--- config.mk ---
export PLATFORM = sky130hd
export DESIGN_NAME = sar_conv_ctrl
export DESIGN_NICKNAME = d
export VERILOG_FILES = /design/src/rtl/sar_ctrl_pkg.sv /design/src/rtl/sar_phase_seq.sv /design/src/rtl/sar_stall_guard.sv /design/src/rtl/sar_approx_reg.sv /design/src/rtl/sar_conv_ctrl.sv
export SDC_FILE = /design/constraint.sdc
export NUM_CORES = 1
export LEC_CHECK = 0
export BUFFER_PORTS_ARGS = -buffer_cell sky130_fd_sc_hd__buf_2
export CORE_ASPECT_RATIO = 0.6
export CORE_UTILIZATION = 58
export CTS_CLUSTER_DIAMETER = 200
export DETAILED_ROUTE_END_ITERATION = 7
export GPL_TIMING_DRIVEN = 1
export PLACE_DENSITY_LB_ADDON = 0.15
export SYNTH_ARGS = -nofsm -noshare
export SYNTH_HDL_FRONTEND = slang
export SYNTH_HIERARCHICAL = 1
export SYNTH_SLANG_ARGS = --single-unit
--- constraint.sdc ---
create_clock -name clk -period 5.1 [get_ports clk]
set_clock_uncertainty 0.1 [all_clocks]
set_input_delay 1.02 -clock clk [delete_from_list [all_inputs] [get_ports clk]]
set_output_delay 1.02 -clock clk [all_outputs]
set_load 0.05 [all_outputs]
--- src/rtl/sar_ctrl_pkg.sv ---
package sar_ctrl_pkg;

  typedef enum logic [2:0] {
    PH_IDLE    = 3'd0,
    PH_PURGE   = 3'd1,
    PH_AZERO   = 3'd2,
    PH_SAMPLE  = 3'd3,
    PH_REARM   = 3'd4,
    PH_RESOLVE = 3'd5
  } phase_t;

  function automatic int unsigned cnt_width(input int unsigned n);
    return (n < 2) ? 1 : $clog2(n);
  endfunction

  function automatic int unsigned max3(input int unsigned a, input int unsigned b,
                                       input int unsigned c);
    int unsigned m;
    m = (a > b) ? a : b;
    return (m > c) ? m : c;
  endfunction

endpackage

--- src/rtl/sar_phase_seq.sv ---
module sar_phase_seq
  import sar_ctrl_pkg::*;
#(
  parameter int unsigned PURGE_TICKS  = 2,
  parameter int unsigned AZ_TICKS     = 3,
  parameter int unsigned SAMPLE_TICKS = 2
) (
  input  logic   clk,
  input  logic   rst,
  input  logic   start,
  input  logic   step_next,
  input  logic   conv_end,
  output phase_t phase,
  output logic   accept,
  output logic   sample_last
);
  localparam int unsigned MAXT = max3(PURGE_TICKS, AZ_TICKS, SAMPLE_TICKS);
  localparam int unsigned CW   = cnt_width(MAXT);
  localparam logic [CW-1:0] P_END = CW'(PURGE_TICKS - 1);
  localparam logic [CW-1:0] A_END = CW'(AZ_TICKS - 1);
  localparam logic [CW-1:0] S_END = CW'(SAMPLE_TICKS - 1);

  phase_t        phase_q;
  logic [CW-1:0] tick;

  assign phase       = phase_q;
  assign accept      = start && (phase_q == PH_IDLE);
  assign sample_last = (phase_q == PH_SAMPLE) && (tick == S_END);

  always_ff @(posedge clk) begin
    if (rst) begin
      phase_q <= PH_IDLE;
      tick    <= '0;
    end else begin
      case (phase_q)
        PH_IDLE: begin
          tick <= '0;
          if (accept) phase_q <= PH_PURGE;
        end
        PH_PURGE: begin
          if (tick == P_END) begin
            phase_q <= PH_AZERO;
            tick    <= '0;
          end else begin
            tick <= tick + CW'(1);
          end
        end
        PH_AZERO: begin
          if (tick == A_END) begin
            phase_q <= PH_SAMPLE;
            tick    <= '0;
          end else begin
            tick <= tick + CW'(1);
          end
        end
        PH_SAMPLE: begin
          if (tick == S_END) begin
            phase_q <= PH_REARM;
            tick    <= '0;
          end else begin
            tick <= tick + CW'(1);
          end
        end
        PH_REARM: phase_q <= PH_RESOLVE;
        PH_RESOLVE: begin
          if (conv_end)       phase_q <= PH_IDLE;
          else if (step_next) phase_q <= PH_REARM;
        end
        default: phase_q <= PH_IDLE;
      endcase
    end
  end
endmodule

--- src/rtl/sar_stall_guard.sv ---
module sar_stall_guard
  import sar_ctrl_pkg::*;
#(
  parameter int unsigned WDOG_TICKS = 2
) (
  input  logic clk,
  input  logic rst,
  input  logic resolving,
  input  logic decided,
  output logic force_dec
);
  localparam int unsigned CW = cnt_width(WDOG_TICKS);
  localparam logic [CW-1:0] W_END = CW'(WDOG_TICKS - 1);

  logic [CW-1:0] wait_cnt;

  always_ff @(posedge clk) begin
    if (rst || !resolving || decided) wait_cnt <= '0;
    else if (wait_cnt != W_END)       wait_cnt <= wait_cnt + CW'(1);
  end

  assign force_dec = resolving && !decided && (wait_cnt == W_END);
endmodule

--- src/rtl/sar_approx_reg.sv ---
module sar_approx_reg
  import sar_ctrl_pkg::*;
#(
  parameter int unsigned NB    = 12,
  parameter int unsigned NB_LO = 8
) (
  input  logic          clk,
  input  logic          rst,
  input  logic          load,
  input  logic          mode_in,
  input  logic          arm,
  input  logic          commit,
  input  logic          keep,
  input  logic          forced,
  output logic [NB-1:0] code,
  output logic          mode_q,
  output logic          last_bit,
  output logic [NB-1:0] result,
  output logic          done,
  output logic          timeout
);
  localparam int unsigned IW     = cnt_width(NB);
  localparam int unsigned LO_LSB = NB - NB_LO;

  logic [IW-1:0] idx;
  logic [IW-1:0] lsb_idx;
  logic [NB-1:0] settled;
  logic [NB-1:0] next_code;

  generate
    if (NB_LO >= NB) begin : g_single
      assign lsb_idx = '0;
    end else begin : g_dual
      assign lsb_idx = mode_q ? '0 : IW'(LO_LSB);
    end
  endgenerate

  assign last_bit = (idx == lsb_idx);

  always_comb begin
    settled      = code;
    settled[idx] = keep;
    next_code    = settled;
    if (!last_bit) next_code[idx - IW'(1)] = 1'b1;
  end

  always_ff @(posedge clk) begin
    if (rst) begin
      code    <= '0;
      idx     <= '0;
      mode_q  <= 1'b1;
      result  <= '0;
      done    <= 1'b0;
      timeout <= 1'b0;
    end else if (load) begin
      code    <= '0;
      idx     <= IW'(NB - 1);
      mode_q  <= mode_in;
      done    <= 1'b0;
      timeout <= 1'b0;
    end else if (arm) begin
      code[NB-1] <= 1'b1;
    end else if (commit) begin
      if (forced) timeout <= 1'b1;
      code <= next_code;
      if (last_bit) begin
        result <= settled;
        done   <= 1'b1;
      end else begin
        idx <= idx - IW'(1);
      end
    end
  end
endmodule

--- src/rtl/sar_conv_ctrl.sv ---
module sar_conv_ctrl
  import sar_ctrl_pkg::*;
#(
  parameter int unsigned NB           = 12,
  parameter int unsigned NB_LO        = 8,
  parameter int unsigned PURGE_TICKS  = 2,
  parameter int unsigned AZ_TICKS     = 3,
  parameter int unsigned SAMPLE_TICKS = 2,
  parameter int unsigned WDOG_TICKS   = 2
) (
  input  logic          clk,
  input  logic          rst,
  input  logic          start,
  input  logic          mode_hi,
  input  logic          latch_p,
  input  logic          latch_n,
  output logic [NB-1:0] dac_code,
  output logic          purge,
  output logic          azero,
  output logic          sample,
  output logic          cycling,
  output logic          latch_rst,
  output logic          path_long_en,
  output logic          path_short_en,
  output logic          comp_pwr,
  output logic          clk_en,
  output logic [NB-1:0] result,
  output logic          done,
  output logic          timeout
);
  phase_t phase;
  logic   accept, sample_last;
  logic   resolving, decided, above, force_dec;
  logic   commit, keep, last_bit, mode_q;
  logic   step_next, conv_end;

  assign resolving = (phase == PH_RESOLVE);
  assign decided   = resolving && (latch_p ^ latch_n);
  assign above     = latch_p && !latch_n;
  assign commit    = decided || force_dec;
  assign keep      = decided && above;
  assign step_next = commit && !last_bit;
  assign conv_end  = commit && last_bit;

  sar_phase_seq #(
    .PURGE_TICKS (PURGE_TICKS),
    .AZ_TICKS    (AZ_TICKS),
    .SAMPLE_TICKS(SAMPLE_TICKS)
  ) u_seq (
    .clk        (clk),
    .rst        (rst),
    .start      (start),
    .step_next  (step_next),
    .conv_end   (conv_end),
    .phase      (phase),
    .accept     (accept),
    .sample_last(sample_last)
  );

  sar_stall_guard #(.WDOG_TICKS(WDOG_TICKS)) u_guard (
    .clk      (clk),
    .rst      (rst),
    .resolving(resolving),
    .decided  (decided),
    .force_dec(force_dec)
  );

  sar_approx_reg #(.NB(NB), .NB_LO(NB_LO)) u_reg (
    .clk     (clk),
    .rst     (rst),
    .load    (accept),
    .mode_in (mode_hi),
    .arm     (sample_last),
    .commit  (commit),
    .keep    (keep),
    .forced  (force_dec),
    .code    (dac_code),
    .mode_q  (mode_q),
    .last_bit(last_bit),
    .result  (result),
    .done    (done),
    .timeout (timeout)
  );

  assign purge         = (phase == PH_PURGE);
  assign azero         = (phase == PH_AZERO);
  assign sample        = (phase == PH_SAMPLE);
  assign cycling       = (phase == PH_REARM) || resolving;
  assign latch_rst     = !resolving;
  assign clk_en        = (phase != PH_IDLE);
  assign comp_pwr      = clk_en;
  assign path_long_en  = clk_en && mode_q;
  assign path_short_en = clk_en && !mode_q;
endmodule

After elaboration in Yosys (flattened, before gate mapping). Cells that the tools add are included.

Register bits after elaboration: 37. Bits in latches: 0. Bits in writable memories: 0. Memory bits (read-only): 0. Output and inout port bits: 35. Memories: 0.

Add/sub/neg operators: 3. Multipliers: 0. Divide/modulo/power cells: 0. Magnitude comparators: 4. Equal/unequal tests: 15. Shift-type cells: 0. Multiplexer cells: 24. Bitwise logic cells: 5. Reductions and logical operators: 36.

Operators by type and width (count): 12-bit 2-to-1 mux (2); 3-bit 2-to-1 mux (7); 3-bit case mux with 6 select lines (1); 4-bit 2-to-1 mux (4); 1-bit logical AND (13); 12-bit bitwise mux (1); 12-bit bitwise OR (1); 3-bit AND reduction (4); 4-bit by 5-bit < comparator with 1-bit output, second input constant (2); 1-bit demux with 4-bit select (2); 4-bit by 1-bit greater-or-equal comparator with 1-bit output, second input constant (2); 3-bit by 2-bit == test with 1-bit output, second input constant (2); 3-bit == test, second input constant (2); 2-bit by 1-bit inequality test with 1-bit output, second input constant (3); 2-bit inequality test, second input constant (3); 2-bit case mux with 3 select lines (1); 3-bit nonzero test (2); 1-bit logical NOT (5); 5-bit AND reduction (1); 4-bit == test (1); 1-bit logical OR (4); 1-bit 2-to-1 mux (4); 2-bit 2-to-1 mux (2); 4-bit AND reduction (1); 13 further kinds (17).

Longest topological paths before layout.
Word-level depth: 10. Depth in mapped cells: 12. Gate-level depth less buffers: 10.

Modules after synthesis. Netlist, hierarchy kept.

By module, submodules not included: sar_approx_reg (instances 1, cells an instance 171, area an instance 1545.2 um2); sar_phase_seq (instances 1, cells an instance 31, area an instance 256.5 um2); sar_conv_ctrl (instances 1, cells an instance 19, area an instance 133.9 um2); sar_stall_guard (instances 1, cells an instance 3, area an instance 41.3 um2).

Worst setup path before layout. Ideal clock, no wire load.

Kind: input -> register. Start: in latch_n. End: reg u_reg.idx[3]. Arrival time: 2.912 ns. Data required time: 4.926 ns. Path slack: 2.014 ns. Stages on the path: 10. Buffers on the path: 0. Cell sequence: inv_1 > ha_1 > nand4bb_1 > inv_2 > and3b_1 > inv_1 > nand2_1 > or4b_4 > or4_1 > a31oi_1.

Word-level cells in the longest chain between the ends: 8.

RTL lines: start: declaration (line sar_conv_ctrl.sv:16) `input logic latch_n,`; 1-bit XOR (line sar_conv_ctrl.sv:38) `assign decided = resolving && (latch_p ^ latch_n);`; 1-bit logical AND (line sar_conv_ctrl.sv:38); named net decided (line sar_conv_ctrl.sv:33) `logic resolving, decided, above, force_dec;`; 1-bit logical NOT (line sar_stall_guard.sv:22) `assign force_dec = resolving && !decided && (wait_cnt == W_END);`; 1-bit logical AND (2 in a row) (line sar_stall_guard.sv:22); named net force_dec (line sar_conv_ctrl.sv:33); 1-bit logical OR (line sar_conv_ctrl.sv:40) `assign commit = decided || force_dec;`; named net commit (line sar_conv_ctrl.sv:34) `logic commit, keep, last_bit, mode_q;`; 2-bit nonzero test (no line); 3-bit AND reduction (no line); end signal: assignment (line sar_approx_reg.sv:57) `idx <= IW'(NB - 1);`; end signal: assignment (line sar_approx_reg.sv:70) `idx <= idx - IW'(1);`; end: declaration (line sar_approx_reg.sv:25) `logic [IW-1:0] idx;`.

The timed path passes the listed nets, and every way through them passes these cells. A chain may end at the register's enable or synchronous reset.

Final worst setup path.
Start: in latch_n. End: reg u_reg.idx[0].

The elaborated chain is that of the path after synthesis.

==> reports/qor.txt <==
worst path required time -> 5220 ps
register clock-pin slew on the reported worst setup and hold paths -> 70 ps
post-synth net total -> 231
via density per instance -> 6.19
total placed cells including tap cells -> 289
clock buffer count from CTS -> 5
Net count, final -> 261
Detailed Route WL -> 4770 um
fraction of the cycle the final worst path needs -> 64.5%
min cycle time layout -> 3290 ps
num ports -> 41
internal power contribution -> 0.446 mW
endpoints failing setup -> 0
GR met3 Demand/Resource -> 7.77%
pin slew with the least headroom to its limit -> 1060 ps
average wire length per cell after detail routing -> 16.1 um
pwr/cell area -> 276 nW/um^2
clock latency at the later pin of the worst-skew pair -> 290 ps
Pre-antenna DRT Iters -> 4
most repeated library cell on the critical path -> sky130_fd_sc_hd__inv_1
worst-path cell with the longest stage delay -> sky130_fd_sc_hd__nor2b_1
Post-synth EDFFs -> 0
number of unique standard cell types used by synthesis -> 52
startpoint-to-endpoint class of the critical path -> in2reg
via count of the first global-routing pass -> 1489
largest stage delay on the critical path -> 860 ps
proportion of synthesized chip area in sequential cells -> 37.5%
Largest delay share family, worst path -> simple AND/OR/NAND/NOR gates
sequential fraction of design power -> 50.4%
result of the run -> finished, final reports clean
total of buffers placed on input and output ports -> 40
share of post-route cells with drive strength above 1 -> 23.5%
GPL Wtd Cong -> 0.808
number of sinks on the clock net -> 37
area added between synthesis and finish -> 14.2%
Fill cells -> 255
number of hold buffers added after cts -> 0
Hold Violations, Final -> 0
crit path capture type -> flop
maximum number of pins on one net before global-route repair -> 28
Overflow after GRT -> 0
switching share of power -> 28.5%
arrival time at the worst endpoint -> 3410 ps
syn_area_per_cell -> 8.83 sq um
Site Rows -> 15
post-route setup TNS -> 0 ps
buffer cell driving the clock tree root -> sky130_fd_sc_hd__clkbuf_8
buffers inserted during post-CTS setup optimization -> 0
worst vdd ir -> 0.199 mV
synth warn -> 6
Global Route met1 Usage -> 43.0%
synthesized instance count -> 224
post-layout worst setup margin -> 1810 ps
Leak Pwr -> 0.912 nW
pre-CTS setup slack -> 1520 ps
clock network power share -> 36.4%
die height -> 47.2 um
Core Region -> 3060 sq um
async set-or-reset flop fraction in the synthesized netlist -> 0%
combined area of all synthesized cells -> 1980 sq um
Ant. Diodes -> 0
layer with the highest usage -> met1
remaining antenna violation count -> 0
area used by multi-input combinational logic -> 1130 sq um
RSZ-0062 raised after global routing -> false
Final Max Slew Viols -> 0
DIE WIDTH -> 77.4 um
global-route wire length before repair -> 7690 um
crit-path cells -> buf_2 > inv_1 > ha_1 > nand4bb_1 > inv_2 > and3b_1 > inv_1 > nand2_1 > nor2b_1 > o311ai_0 > a21oi_1
Crit Path Max Fanout -> 17
Worst Hold Class -> reg2reg
GR met2 Demand/Resource -> 37.9%
DP HPWL -> 3230 um
level count of the clock H-tree -> 2
total of flip-flops plus latches after synthesis -> 37
Gate power share -> 13.2%
number of gates resized after CTS -> 0
switching power summed over all nets -> 0.178 mW
Max Cap Viol -> 0
All-Layer GR Usage -> 28.4%
DRC -> 0
vias after detailed routing -> 1838
flip-flop cell with the highest count after synthesis -> sky130_fd_sc_hd__dfxtp_1
top achievable clock speed -> 0.304 GHz
deepest clock path buffer count -> 2
area taken by flip-flops and latches -> 741 sq um
antenna violations before repair -> 0
sum of buffers and inverters on the critical path -> 4
kind of launch point of the worst setup path -> primary input
TritonCTS clock tree -> done
Initial Util -> 64.6%
DR iter-0 viols -> 205
die area -> 3650 sq um
post-route non-filler standard cell count -> 297
slew margin rel. -> 29.3%
[stage by stage]
step	cell area (sq um)	utilization, %	total power, mW	hold WS [ps]
2_1_floorplan	1980	-	0.384	368
3_3_place_gp	2160	70.5	0.399	343
3_5_place_dp	2160	70.5	0.401	353
4_1_cts	2260	73.8	0.625	371
5_1_grt	2260	73.8	0.650	398
6_report	2260	73.8	0.624	369
[cell usage in the layout (no fill, tap or decap), drive strengths merged, types with 6 or more instances in the layout]
cell type,instances
a211oi,11
clkbuf,7
a21oi,16
nor3,6
mux2i,13
dfxtp,37
nor2b,9
o21ai,12
nor2,14
inv,6
a31oi,16
buf,42
nor3b,7
[metal layers]
metal | share of wire, % | up-vias
met4 | 0.59 | 0
met3 | 7.0 | 4
met2 | 41 | 74
li1 | - | 899
met5 | 0 | -
met1 | 51 | 861
[synth_stat cells, types with 2 or more instances]
| library cell | n | area (sq um) |
|---|---|---|
| sky130_fd_sc_hd__and4bb_2 | 4 | 50.1 |
| sky130_fd_sc_hd__and2_1 | 2 | 12.5 |
| sky130_fd_sc_hd__a21oi_1 | 16 | 80.1 |
| sky130_fd_sc_hd__and2b_1 | 2 | 15.0 |
| sky130_fd_sc_hd__nand3b_1 | 4 | 30.0 |
| sky130_fd_sc_hd__nand2_1 | 4 | 15.0 |
| sky130_fd_sc_hd__a31oi_1 | 16 | 100 |
| sky130_fd_sc_hd__o31ai_1 | 2 | 15.0 |
| sky130_fd_sc_hd__buf_4 | 3 | 22.5 |
| sky130_fd_sc_hd__buf_2 | 4 | 20.0 |
| sky130_fd_sc_hd__mux2i_1 | 13 | 130 |
| sky130_fd_sc_hd__nand4b_1 | 2 | 17.5 |
| sky130_fd_sc_hd__dfxtp_1 | 37 | 741 |
| sky130_fd_sc_hd__or3_1 | 2 | 12.5 |
| sky130_fd_sc_hd__nor3_1 | 6 | 30.0 |
| sky130_fd_sc_hd__nor2_1 | 14 | 52.6 |
| sky130_fd_sc_hd__a211oi_1 | 10 | 75.1 |
| sky130_fd_sc_hd__nor3b_1 | 6 | 45.0 |
| sky130_fd_sc_hd__xor2_1 | 2 | 17.5 |
| sky130_fd_sc_hd__and4_1 | 2 | 17.5 |
| sky130_fd_sc_hd__and3b_1 | 3 | 26.3 |
| sky130_fd_sc_hd__nand2b_1 | 4 | 25.0 |
| sky130_fd_sc_hd__nor2b_1 | 9 | 56.3 |
| sky130_fd_sc_hd__inv_1 | 5 | 18.8 |
| sky130_fd_sc_hd__o21ai_0 | 12 | 60.1 |
| sky130_fd_sc_hd__clkbuf_1 | 11 | 41.3 |
| sky130_fd_sc_hd__nor4b_1 | 4 | 35.0 |
[area by class of cell]
type                    count  share of cell area (%)
multi-input cells         162                    49.9
flip-flops and latches     37                    32.8
inverters                   6                   0.997
repair buffers             42                    9.53
clock inverters             1                   0.222
clock buffers               7                    4.27
well taps                  42                    2.33
[kinds of logic (layout without fill, tap and decap cells)]
family / count (synthesis) / count (layout) / share of synthesized area [%]
AO/OA/AOI/OAI: 66 / 66 / 21.1
flip-flops: 37 / 37 / 37.5
buffers and inverters: 25 / 56 / 5.57
adder cells (fa/ha/maj): 1 / 1 / 0.633
XOR/XNOR: 3 / 3 / 1.33
AND/OR/NAND/NOR: 79 / 79 / 27.3
multiplexers: 13 / 13 / 6.58
[worst reg2reg max path, stage by stage (launching register included)]
cell	delay (ps)
sky130_fd_sc_hd__dfxtp_1	560
sky130_fd_sc_hd__nand4bb_1	270
sky130_fd_sc_hd__inv_2	60
sky130_fd_sc_hd__and3b_1	220
sky130_fd_sc_hd__inv_1	70
sky130_fd_sc_hd__nand2_1	130
sky130_fd_sc_hd__nor2b_1	860
sky130_fd_sc_hd__o311ai_0	290
sky130_fd_sc_hd__a21oi_1	180
[power groups by stage]
stage          Combinational, mW  Sequential, mW  Clock [mW]
2_1_floorplan             0.0760           0.308           0
3_5_place_dp              0.0811           0.320           0
6_report                  0.0823           0.314       0.227
3_3_place_gp              0.0788           0.320           0
5_1_grt                   0.0873           0.317       0.245
4_1_cts                   0.0814           0.314       0.230
[state kept, by name (all words and copies together) (netlist names)]
signal	flops
u_guard/wait_cnt	1
u_reg/code	12
u_reg/done	1
u_reg/idx	4
u_reg/mode_q	1
u_reg/result	12
u_reg/timeout	1
u_seq/phase	3
u_seq/tick	2
[final timing paths]
path              slack (ps)            to  depth (start not counted)      startpoint
setup reg to reg        2290  u_reg/idx[0]                          8  u_seq/phase[1]
setup / recovery        1810  u_reg/idx[0]                         11         latch_n
hold reg to reg          370    u_reg/done                          1      u_reg/done
hold / removal           370    u_reg/done                          1      u_reg/done
Power figures use the tool's default switching activity.
